File: src/rtl/cplrx_pkg.sv
package cplrx_pkg;
   typedef enum logic {ST_IDLE, ST_WAIT} cplrx_st_e;
   localparam logic [1:0] SZ_BYTE = 2'b00;
   localparam logic [1:0] SZ_HALF = 2'b01;
endpackage

File: src/rtl/cplrx_devchk.sv
module cplrx_devchk #(
   parameter int SLOT_W = 5
) (
   input  logic              on_root,
   input  logic [SLOT_W-1:0] slot,
   input  logic              link_up,
   output logic              dev_ok
);
   // only one slot exists below the root; remote buses need a live link
   always_comb begin
      if (on_root) dev_ok = (slot == '0);
      else         dev_ok = link_up;
   end
endmodule

File: src/rtl/cplrx_lane.sv
module cplrx_lane #(
   parameter int DW_W = 32
) (
   input  logic [DW_W-1:0]                 dw,
   input  logic [1:0]                      size,
   input  logic [$clog2(DW_W/8)-1:0]       off,
   output logic [DW_W-1:0]                 narrowed
);
   import cplrx_pkg::*;
   localparam int OFF_W = $clog2(DW_W/8);

   logic [DW_W-1:0] byte_sh;
   logic [DW_W-1:0] half_sh;

   always_comb begin
      byte_sh = dw >> (8 * off);
      half_sh = dw >> (16 * off[OFF_W-1]);
      case (size)
         SZ_BYTE: narrowed = {{(DW_W-8){1'b0}},  byte_sh[7:0]};
         SZ_HALF: narrowed = {{(DW_W-16){1'b0}}, half_sh[15:0]};
         default: narrowed = dw;
      endcase
   end
endmodule

File: src/rtl/cplrx_window.sv
module cplrx_window #(
   parameter int POLL_CYC  = 4,
   parameter int MAX_POLLS = 500
) (
   input  logic clk,
   input  logic rst_n,
   input  logic clear,
   input  logic run,
   output logic expire
);
   localparam int POLL_W = (MAX_POLLS > 1) ? $clog2(MAX_POLLS) : 1;
   localparam logic [POLL_W-1:0] LAST_P = POLL_W'(MAX_POLLS - 1);

   logic [POLL_W-1:0] poll_q;
   logic              tick_last;

   generate
      if (POLL_CYC == 1) begin : g_flat
         assign tick_last = 1'b1;
      end else begin : g_tick
         localparam int TICK_W = $clog2(POLL_CYC);
         localparam logic [TICK_W-1:0] LAST_T = TICK_W'(POLL_CYC - 1);
         logic [TICK_W-1:0] tick_q;
         assign tick_last = (tick_q == LAST_T);
         always_ff @(posedge clk or negedge rst_n) begin
            if (!rst_n)                tick_q <= '0;
            else if (clear)            tick_q <= '0;
            else if (run && !expire)   tick_q <= tick_last ? '0 : tick_q + 1'b1;
         end
      end
   endgenerate

   assign expire = run && tick_last && (poll_q == LAST_P);

   always_ff @(posedge clk or negedge rst_n) begin
      if (!rst_n)                           poll_q <= '0;
      else if (clear)                       poll_q <= '0;
      else if (run && !expire && tick_last) poll_q <= poll_q + 1'b1;
   end
endmodule

File: src/rtl/cfg_cpl_rx.sv
module cfg_cpl_rx #(
   parameter int BEAT_W    = 64,
   parameter int DW_W      = 32,
   parameter int STAT_LSB  = 12,
   parameter int STAT_W    = 3,
   parameter int SLOT_W    = 5,
   parameter int POLL_CYC  = 4,
   parameter int MAX_POLLS = 500,
   parameter int OFF_W     = $clog2(DW_W/8)
) (
   input  logic              clk,
   input  logic              rst_n,
   input  logic              req_start,
   input  logic              req_root,
   input  logic [SLOT_W-1:0] req_slot,
   input  logic              link_up,
   input  logic [1:0]        req_size,
   input  logic [OFF_W-1:0]  req_off,
   input  logic              cpl_valid,
   input  logic              cpl_sop,
   input  logic              cpl_eop,
   input  logic [BEAT_W-1:0] cpl_data,
   output logic              busy_o,
   output logic              done_o,
   output logic              err_o,
   output logic              tmo_o,
   output logic [DW_W-1:0]   rdata_o
);
   import cplrx_pkg::*;

   localparam int STAT_POS = DW_W + STAT_LSB;
   localparam logic [STAT_W-1:0] STAT_DEF = '1;

   generate
      if (BEAT_W != 2 * DW_W) begin : g_bad_beat
         $error("cfg_cpl_rx: BEAT_W must be twice DW_W");
      end
      if (STAT_LSB + STAT_W > DW_W) begin : g_bad_stat
         $error("cfg_cpl_rx: status field exceeds upper dword");
      end
      if (POLL_CYC < 1 || MAX_POLLS < 2) begin : g_bad_win
         $error("cfg_cpl_rx: window parameters out of range");
      end
      if (OFF_W != $clog2(DW_W/8)) begin : g_bad_off
         $error("cfg_cpl_rx: OFF_W must match DW_W");
      end
   endgenerate

   cplrx_st_e         st_q;
   logic              sop_seen_q;
   logic [STAT_W-1:0] stat_q;
   logic [1:0]        size_q;
   logic [OFF_W-1:0]  off_q;

   logic              dev_ok;
   logic              accept;
   logic              waiting;
   logic              take;
   logic              fin_eop;
   logic              expire;
   logic [STAT_W-1:0] beat_stat;
   logic [STAT_W-1:0] eff_stat;
   logic [DW_W-1:0]   narrowed;

   cplrx_devchk #(.SLOT_W(SLOT_W)) u_devchk (
      .on_root (req_root),
      .slot    (req_slot),
      .link_up (link_up),
      .dev_ok  (dev_ok)
   );

   cplrx_lane #(.DW_W(DW_W)) u_lane (
      .dw       (cpl_data[DW_W-1:0]),
      .size     (size_q),
      .off      (off_q),
      .narrowed (narrowed)
   );

   cplrx_window #(.POLL_CYC(POLL_CYC), .MAX_POLLS(MAX_POLLS)) u_window (
      .clk    (clk),
      .rst_n  (rst_n),
      .clear  (accept),
      .run    (waiting),
      .expire (expire)
   );

   assign waiting   = (st_q == ST_WAIT);
   assign accept    = req_start && !waiting;
   assign take      = waiting && cpl_valid && (cpl_sop || cpl_eop || sop_seen_q);
   assign fin_eop   = take && cpl_eop;
   assign beat_stat = cpl_data[STAT_POS +: STAT_W];
   assign eff_stat  = cpl_sop ? beat_stat : stat_q;

   always_ff @(posedge clk or negedge rst_n) begin
      if (!rst_n) begin
         st_q       <= ST_IDLE;
         sop_seen_q <= 1'b0;
         stat_q     <= STAT_DEF;
         size_q     <= '0;
         off_q      <= '0;
         done_o     <= 1'b0;
         err_o      <= 1'b0;
         tmo_o      <= 1'b0;
         rdata_o    <= '0;
      end else if (accept) begin
         done_o <= 1'b0;
         err_o  <= 1'b0;
         tmo_o  <= 1'b0;
         if (!dev_ok) begin
            done_o  <= 1'b1;
            err_o   <= 1'b1;
            rdata_o <= '1;
         end else begin
            st_q       <= ST_WAIT;
            sop_seen_q <= 1'b0;
            stat_q     <= STAT_DEF;
            size_q     <= req_size;
            off_q      <= req_off;
         end
      end else if (waiting) begin
         if (take && cpl_sop) begin
            sop_seen_q <= 1'b1;
            stat_q     <= beat_stat;
         end
         if (fin_eop) begin
            st_q    <= ST_IDLE;
            done_o  <= 1'b1;
            err_o   <= (eff_stat != '0);
            rdata_o <= (eff_stat != '0) ? '1 : narrowed;
         end else if (expire) begin
            st_q    <= ST_IDLE;
            done_o  <= 1'b1;
            err_o   <= 1'b1;
            tmo_o   <= 1'b1;
            rdata_o <= '1;
         end
      end
   end

   assign busy_o = waiting;
endmodule

File: config.mk
export PLATFORM = sky130hd
export DESIGN_NAME = cfg_cpl_rx
export DESIGN_NICKNAME = d
export VERILOG_FILES = /design/src/rtl/cplrx_pkg.sv /design/src/rtl/cplrx_devchk.sv /design/src/rtl/cplrx_lane.sv /design/src/rtl/cplrx_window.sv /design/src/rtl/cfg_cpl_rx.sv
export SDC_FILE = /design/constraint.sdc
export NUM_CORES = 1
export LEC_CHECK = 0
export ABC_AREA = 1
export BUFFER_PORTS_ARGS = -buffer_cell sky130_fd_sc_hd__buf_2
export CORE_MARGIN = 5
export CORE_UTILIZATION = 53
export CTS_CLUSTER_SIZE = 28
export DETAILED_ROUTE_END_ITERATION = 8
export GPL_TIMING_DRIVEN = 0
export PLACE_DENSITY = 0.95
export SLEW_MARGIN = 15
export SYNTH_ARGS = -nofsm -noshare
export SYNTH_HDL_FRONTEND = slang
export SYNTH_SLANG_ARGS = --single-unit
export TNS_END_PERCENT = 5
File: constraint.sdc
create_clock -name clk -period 2.9 [get_ports clk]
set_input_delay 0.725 -clock clk [delete_from_list [all_inputs] [get_ports clk]]
set_output_delay 0.725 -clock clk [all_outputs]
set_load 0.01 [all_outputs]
==> results of run 1 <==
==> metal layers <==
layer,vias to the layer above,global-route usage,wire length (um)
met5,-,0,0
met4,0,0.0907,234
met3,25,0.0456,489
met2,102,0.390,4280
met1,1419,0.298,3510
li1,1528,-,-
==> final timing paths <==
| check | start | endpoint | depth (start not counted) |
|---|---|---|---|
| max | busy_o | busy_o | 1 |
| min | rst_n | tmo_o | 1 |
| max reg2reg | u_window.poll_q[0] | u_window.poll_q[6] | 8 |
| min reg2reg | rdata_o[8] | rdata_o[8] | 2 |
| max in group asynchronous | rst_n | rdata_o[18] | 1 |
| min in group clk | rdata_o[8] | rdata_o[8] | 2 |
==> stage by stage <==
| step | setup WS (ps) | utilization | total power [uW] |
|---|---|---|---|
| floorplan | 1250 | - | 1320 |
| global placement | 969 | 0.629 | 1510 |
| detailed placement | 901 | 0.629 | 1540 |
| CTS | 1160 | 0.645 | 1990 |
| global route | 1010 | 0.646 | 2110 |
| finish | 1150 | 0.646 | 1980 |
==> power by group <==
group | leakage, uW | total, uW | internal (uW) | switching [uW]
sequential | 0.000577 | 902 | 845 | 56.6
combinational | 0.00147 | 628 | 219 | 409
clock | 0.0000472 | 449 | 193 | 256
==> layout make-up <==
type	count	area share
Multi-Input combinational cell	312	0.394
Tap cell	75	0.0250
Buffer	17	0.0270
Inverter	51	0.0510
Clock inverter	2	0.00333
Clock buffer	6	0.0220
Sequential cell	54	0.361
Timing Repair Buffer	87	0.117
==> state kept, by name (all words and copies together) (netlist names) <==
name / cells
rdata_o: 32
u_window.g_tick.tick_q: 2
u_window.poll_q: 9
busy_o: 1
stat_q: 3
err_o: 1
off_q: 2
done_o: 1
size_q: 2
tmo_o: 1
==> cell usage after synthesis <==
master    count
buf_1         1
o21ai_1       1
o21ai_2       8
nor2_2        2
a21oi_1      21
clkinv_1      1
a21oi_2      23
buf_6         4
nor2_1       61
nand3_1      26
nand3_4       1
nand4_1       1
ha_1          2
nand2_1     154
nand2_2       2
o21bai_1      1
nor2_4        1
dfrtp_1      51
inv_2         2
inv_1        48
o21ai_0       1
clkbuf_1      6
nand3b_1      1
buf_2         6
xor2_1        2
nand2_4       2
dfstp_2       3
xnor2_1       2
==> logic make-up (layout without fill, tap and decap cells) <==
kind of cell    Yosys count  in the layout  synth area share
buf+inv                  68            163            0.0936
compound gates           55             55             0.126
simple gates            251            251             0.328
xor+xnor                  4              4            0.0112
flops                    54             54             0.433
fa+ha+maj                 2              2           0.00800
==> results.cfg, run 1 <==
[clocking]
root_buffer = clkbuf_8
cts_setup_buffers = 0
hold_buffers = 0
clock_tree.buffer_depth = 2
cts_tree = yes
clkTransAtPathRegs_ps = 110
clkSinkCount = 54
clk_latency_ps = 320
post_cts_resize_count = 0
h-tree-depth = 2
cts_buffers = 5

[sta]
setup_viol = 0
clock.fmax_ghz = 0.572
setup_tns_ps = 0
fin_hold_ws_ps = 430
max_slew.worst_pin.slew_ps = 670
skew_ps = 12.0
slew_headroom = 0.553
min_period_ps = 1750
grt_setup_unrepaired = false
period_share = 0.603
hold_viol = 0
finalMaxSlewViolations = 0

[final_layout]
final_common_cell = nand2_1
nNetsFinal = 611
final_area_sq_um = 3760
multi_input_area_sq_um = 1480
num_antenna_cells = 0
fillers = 526
seq_area_sq_um = 1360
drive_above_1_share = 0.282
finalNonFillerCells = 604
mostFrequentLayoutCells = nand2_1 (154), buf_2 (92), nor2_1 (61)
area_delta_synth_final_pct = 20.0

[routing]
dr.first_iter.drc_count = 246
route.detailed.wl_per_inst_um = 14.1
ant_nets = 0
drt-pass1-iter-count = 6
route.detailed.drc = 0
wl_um = 8520
num_vias = 3074
avgViaCountPerCell = 5.09

[logic_synthesis]
synth.avg_cell_area_sq_um = 7.21
synthesis.area_sq_um = 3130
synthTopCellsByArea = dfrtp_1 (41%), nand2_1 (18%), nor2_1 (7.3%), a21oi_2 (6.4%), inv_1 (5.8%)
synth_cell_type_count = 28
synth.top_cell.area_share = 0.408
syn-num-nets = 517
synth_warnings = 0
synthCells = 434
yosysSeqAreaShare = 0.433
synth_area_leader_cell = dfrtp_1
yosys_register_bits = 54

[die]
core_region_area_sq_um = 5820
rows = 28
die_area_sq_um = 7540
dieWidth_um = 86.8
die_y_um = 86.8
initial_core_util = 0.538
ioPinCount = 117

[critical_path]
crit_arrival_ps = 1020
cp-end-kind = output pin
worst-path-max-fanout = 6
start_kind = register
crit_family = flip-flops
cpMaxStageDelayCell = dfrtp_1
worst-path-buf-inv = 1
crit_type = register to output pin
r2r_setup_slack_ps = 1190
cp_data_required_time_ps = 2170
path_cells = buf_2
slowest_delay_ps = 510

[flow_run]
cap_violations = 0

[placement]
postPlaceCellArea_sq_um = 3660
port_buffers = 87
dp.cells = 596
dp_hpwl_um = 6630
place_congestion = 0.893

[grt]
grt_pass1_vias = 2961
antenna_found_initial = 0
grt-ovfl-total = 0
grt_max_degree = 55
grt_use_total = 0.234
grt_pass1_wl_um = 13800

[status]
status = finished, final reports clean

[pwr]
p_per_area_nw_per_um2 = 527
irDropWorstVdd_v = 0.000344
leakagePower_uw = 0.00209

[hold_path]
worstHoldPathType = input pin to async pin
Note: power is estimated with default switching activity, not from simulation.
==> run 2, diff against run 1 <==
- CORE_UTILIZATION: 53 -> 45
- PLACE_DENSITY: 0.95 -> 0.89
- clock period: 2.9 -> 1.5 ns (I/O delays scaled with it)
==> run 2 against run 1 <==
Compared with the run above: the flow now finishes with violations (setup timing); power rose by 98%; clock skew shrank 0.99 ps; final cell count is 5.0% higher; first-iteration DRC count is 15% higher.
==> results.cfg, run 2 (synthesis gave the netlist of run 1 again) <==
[sta]
fin_hold_ws_ps = 79.1
min_period_ps = 1510
slew_headroom = 0.544
grt_setup_unrepaired = true
clock.fmax_ghz = 0.662
max_slew.worst_pin.slew_ps = 685
skew_ps = 11.0
setup_viol = 8
fin_ws_ps = -10.6
hold_viol = 0
finalMaxSlewViolations = 0
period_share = 1.01

[clocking]
root_buffer = clkbuf_8
clock_tree.buffer_depth = 2
hold_buffers = 0
clk_latency_ps = 320
clkTransAtPathRegs_ps = 100
cts_tree = yes
h-tree-depth = 2
cts_buffers = 5
clkSinkCount = 54

[routing]
wl_um = 8800
route.detailed.drc = 0
num_vias = 3159
avgViaCountPerCell = 4.98
drt-pass1-iter-count = 5
ant_nets = 0
dr.first_iter.drc_count = 282
route.detailed.wl_per_inst_um = 13.9

[final_layout]
fillers = 604
regMostFlops = rdata_o
final_common_cell = nand2_1
area_delta_synth_final_pct = 25.2
num_antenna_cells = 0
largestRegisters = rdata_o: 32 flops, u_window.poll_q: 9 flops, stat_q: 3 flops
largest_register_ffs = 32
mostFrequentLayoutCells = nand2_1 (151), buf_2 (93), nor2_1 (59)
nNetsFinal = 620
drive_above_1_share = 0.320

[status]
violations = setup timing
status = finished, violations left

[grt]
grt_use_total = 0.203
grt_pass1_vias = 3097
grt-ovfl-total = 0
grt_max_degree = 55
grt_pass1_wl_um = 14200
antenna_found_initial = 0

[critical_path]
cp-end-kind = register
crit_arrival_ps = 1720
cp_data_required_time_ps = 1710
crit_type = register to register
start_kind = register
worst-path-max-fanout = 10
r2r_setup_slack_ps = -10

[die]
die_y_um = 93.4
initial_core_util = 0.461
dieWidth_um = 93.4
core_region_area_sq_um = 6790
rows = 30
ioPinCount = 117
die_area_sq_um = 8720

[pwr]
irDropWorstVdd_v = 0.000359
p_per_area_nw_per_um2 = 1000
leakagePower_uw = 0.00214

[placement]
place_congestion = 0.893
dp_worst_setup_slack_ps = -150
dp_hpwl_um = 6640
port_buffers = 87

[hold_path]
worstHoldPathType = input pin to async pin

[flow_run]
cap_violations = 0
[run 2: changes by cell type in the layout (fill, tap and decap cells not counted), sizes merged]
cell,change
clkbuf,-1
clkinv,-1
clkinvlp,+1
buf,+10
[run 2: final timing paths]
path                                                start            endpoint  cells past startpoint
worst min-delay path                                rst_n               tmo_o                      1
worst max-delay path            u_window.g_tick.tick_q[0]         rdata_o[12]                      9
min in group clk                             cpl_data[44]           stat_q[0]                      3
worst min register to register                rdata_o[13]         rdata_o[13]                      2
max in group asynchronous                           rst_n  u_window.poll_q[4]                      1
worst max register to register  u_window.g_tick.tick_q[0]         rdata_o[12]                      9
[run 2: timing repair]
item	in CTS	in global routing
resized for setup	14	12
setup endpoints to repair	42	40
buffers inserted	6	3
pin swaps	2	4
hold endpoints to repair	0	0
[run 2: cell type report]
cell class	instances	area, sq um	share of cell area
repair buffers	96	505	0.129
multi-input cells	312	1530	0.391
inverters	51	191	0.0489
flip-flops and latches	54	1360	0.347
plain buffers	17	123	0.0313
well taps	96	120	0.0307
clock inverters	2	15.0	0.00383
clock buffers	6	72.6	0.0185
[run 2: through the flow]
step,TNS [ps],cell area [sq um],std cells,utilization,total power [uW]
after floorplan,0,3130,434,-,2550
after detailed placement,-3850,3680,617,0.542,2950
after global placement,-2130,3680,617,0.542,2900
after global routing,-1760,3920,634,0.576,4160
final,-44.8,3920,634,0.576,3920
after CTS,0,3870,631,0.569,3880
[run 2: metal layers]
layer | wire, um | part of all wire | GRT usage
met1 | 3490 | 0.40 | 0.246
met2 | 4330 | 0.49 | 0.339
met3 | 696 | 0.079 | 0.0451
met4 | 276 | 0.031 | 0.104
met5 | 0 | 0 | 0
[run 2: power by group]
group | switching [uW] | leakage [uW] | internal (uW)
Sequential | 108 | 0.000574 | 1630
Clock | 510 | 0.0000374 | 331
Combinational | 823 | 0.00153 | 512
Total | 1440 | 0.00214 | 2480
[run 2: critical path, cell delays in order, from the launching register on]
cell,delay [ps]
dfrtp_1,400
ha_2,210
nand2_2,80
nor2_4,100
nand3_4,110
nand2_4,130
nand2_8,90
buf_6,160
nand2_1,70
o21ai_2,50
==> run 3, diff against run 2 <==
- GPL_TIMING_DRIVEN: 0 -> 1
==> run 3 against run 2 <==
Compared with the run above: the flow now finishes without violations; power grew 6.3%; die area is the same; sequential power about the same; core utilization rose by 4.2 points; combinational power grew 16%; fmax up 1.5%; clock power increased by 0.6%; largest cell class unchanged; global-route usage fell by 0.31 points; setup slack gained 22 ps; highest routed layer unchanged; sequential share of layout area is 2.4 points lower; critical path depth is 1 lower.
==> results.cfg, run 3 (synthesis gave the netlist of run 1 again) <==
[status]
status = finished, final reports clean

[critical_path]
cp_common_cell = nand2_8
path_cells = ha_2 > nand2_2 > nor2_4 > nand3_4 > nand2_8 > nand2_8 > buf_12 > a21oi_4
crit_arrival_ps = 1730
crit_type = register to register
start_kind = register
worst-path-max-fanout = 10
worst-path-buf-inv = 1
cp-end-kind = register
slowest_delay_ps = 380
crit_family = simple AND/OR/NAND/NOR gates
rr_worst_depth = 8
cpMaxStageDelayCell = dfrtp_1
cp_data_required_time_ps = 1740
path_depth = 8

[die]
ioPinCount = 117
initial_core_util = 0.461
dieWidth_um = 93.4
die_y_um = 93.4
die_area_sq_um = 8720
core_region_area_sq_um = 6790
rows = 30

[sta]
min_period_ps = 1490
skew_ps = 4.82
finalMaxSlewViolations = 0
clock.fmax_ghz = 0.672
period_share = 0.993
setup_tns_ps = 0
fin_ws_ps = 11.0
setup_viol = 0
slew_headroom = 0.738
grt_setup_unrepaired = true
hold_viol = 0
max_slew.worst_pin.slew_ps = 394

[routing]
route.detailed.drc = 0
num_vias = 3234
wl_um = 9540
avgViaCountPerCell = 5.03
dr.first_iter.drc_count = 284
route.detailed.wl_per_inst_um = 14.8
ant_nets = 0
drt-pass1-iter-count = 5

[hold_path]
worstHoldPathType = input pin to async pin

[final_layout]
drive_above_1_share = 0.353
area_delta_synth_final_pct = 34.3
mostFrequentLayoutCells = nand2_1 (141), buf_2 (87), nor2_1 (60)
num_antenna_cells = 0
largestRegisters = rdata_o: 32 flops, u_window.poll_q: 9 flops, stat_q: 3 flops
regMostFlops = rdata_o
final_common_cell = nand2_1
nNetsFinal = 629
largest_register_ffs = 32
fillers = 529

[grt]
grt_use_total = 0.200
grt_pass1_wl_um = 14000
grt-ovfl-total = 0
grt_max_degree = 55
grt_pass1_vias = 3035
antenna_found_initial = 0

[placement]
place_congestion = 0.872
dp_hpwl_um = 6430
port_buffers = 87
dp_worst_setup_slack_ps = -5.22

[pwr]
total_power_uw = 4160
leakagePower_uw = 0.00230
p_per_area_nw_per_um2 = 991
irDropWorstVdd_v = 0.000421

[clocking]
clkSinkCount = 54
clkTransAtPathRegs_ps = 90
clock_tree.buffer_depth = 2
h-tree-depth = 2
cts_buffers = 5
cts_tree = yes
root_buffer = clkbuf_8
hold_buffers = 0
clk_latency_ps = 310

[flow_run]
cap_violations = 0
-- run 3: cell count changes in the layout (fill, tap and decap cells not counted), sizes merged --
cell	delta
buf	+10
clkbuf	-1
clkinv	+1
clkinvlp	-2
nand2	+1
-- run 3: worst paths after layout --
path | from | end | slack, ps
min in group clk | cpl_data[46] | stat_q[2] | 300
setup / recovery | u_window.g_tick.tick_q[1] | rdata_o[2] | 10
hold reg to reg | rdata_o[8] | rdata_o[8] | 490
setup reg to reg | u_window.g_tick.tick_q[1] | rdata_o[2] | 10
max in group asynchronous | rst_n | stat_q[0] | 1160
hold / removal | rst_n | u_window.poll_q[7] | 60
-- run 3: timing repair --
action | in CTS | in global routing
gates cloned | 0 | 6
resized for setup | 5 | 30
setup buffers | 2 | 9
pin swaps | 0 | 8
endpoints found under the setup margin | 22 | 42
-- run 3: final cells by class --
| cell class | instances | area [sq um] | area share |
|---|---|---|---|
| tap | 96 | 120 | 0.0286 |
| multi-input combinational | 313 | 1620 | 0.386 |
| clock buffer | 7 | 86.3 | 0.0205 |
| clock inverter | 1 | 5.00 | 0.00119 |
| sequential | 54 | 1360 | 0.323 |
| timing repair buffer | 121 | 817 | 0.194 |
| inverter | 51 | 196 | 0.0468 |
-- run 3: power by group --
| part | internal, uW | switching [uW] | leakage (uW) |
|---|---|---|---|
| registers | 1640 | 138 | 0.000575 |
| logic | 656 | 889 | 0.00167 |
| clock network | 374 | 472 | 0.0000482 |
-- run 3: through the flow --
step                cells  hold slack [ps]   util  instance area [sq um]
floorplan             434             79.4      -                   3130
finish                643             55.9  0.618                   4200
global placement      618              388  0.557                   3780
CTS                   628             66.4  0.575                   3910
global route          643             62.3  0.618                   4200
detailed placement    618              404  0.557                   3780
-- run 3: metal layers --
layer,track usage,vias to the layer above,wire length (um)
met5,0,-,0
met4,0.0806,0,314
met3,0.0531,35,731
met2,0.336,156,4880
met1,0.244,1488,3610
li1,-,1555,-
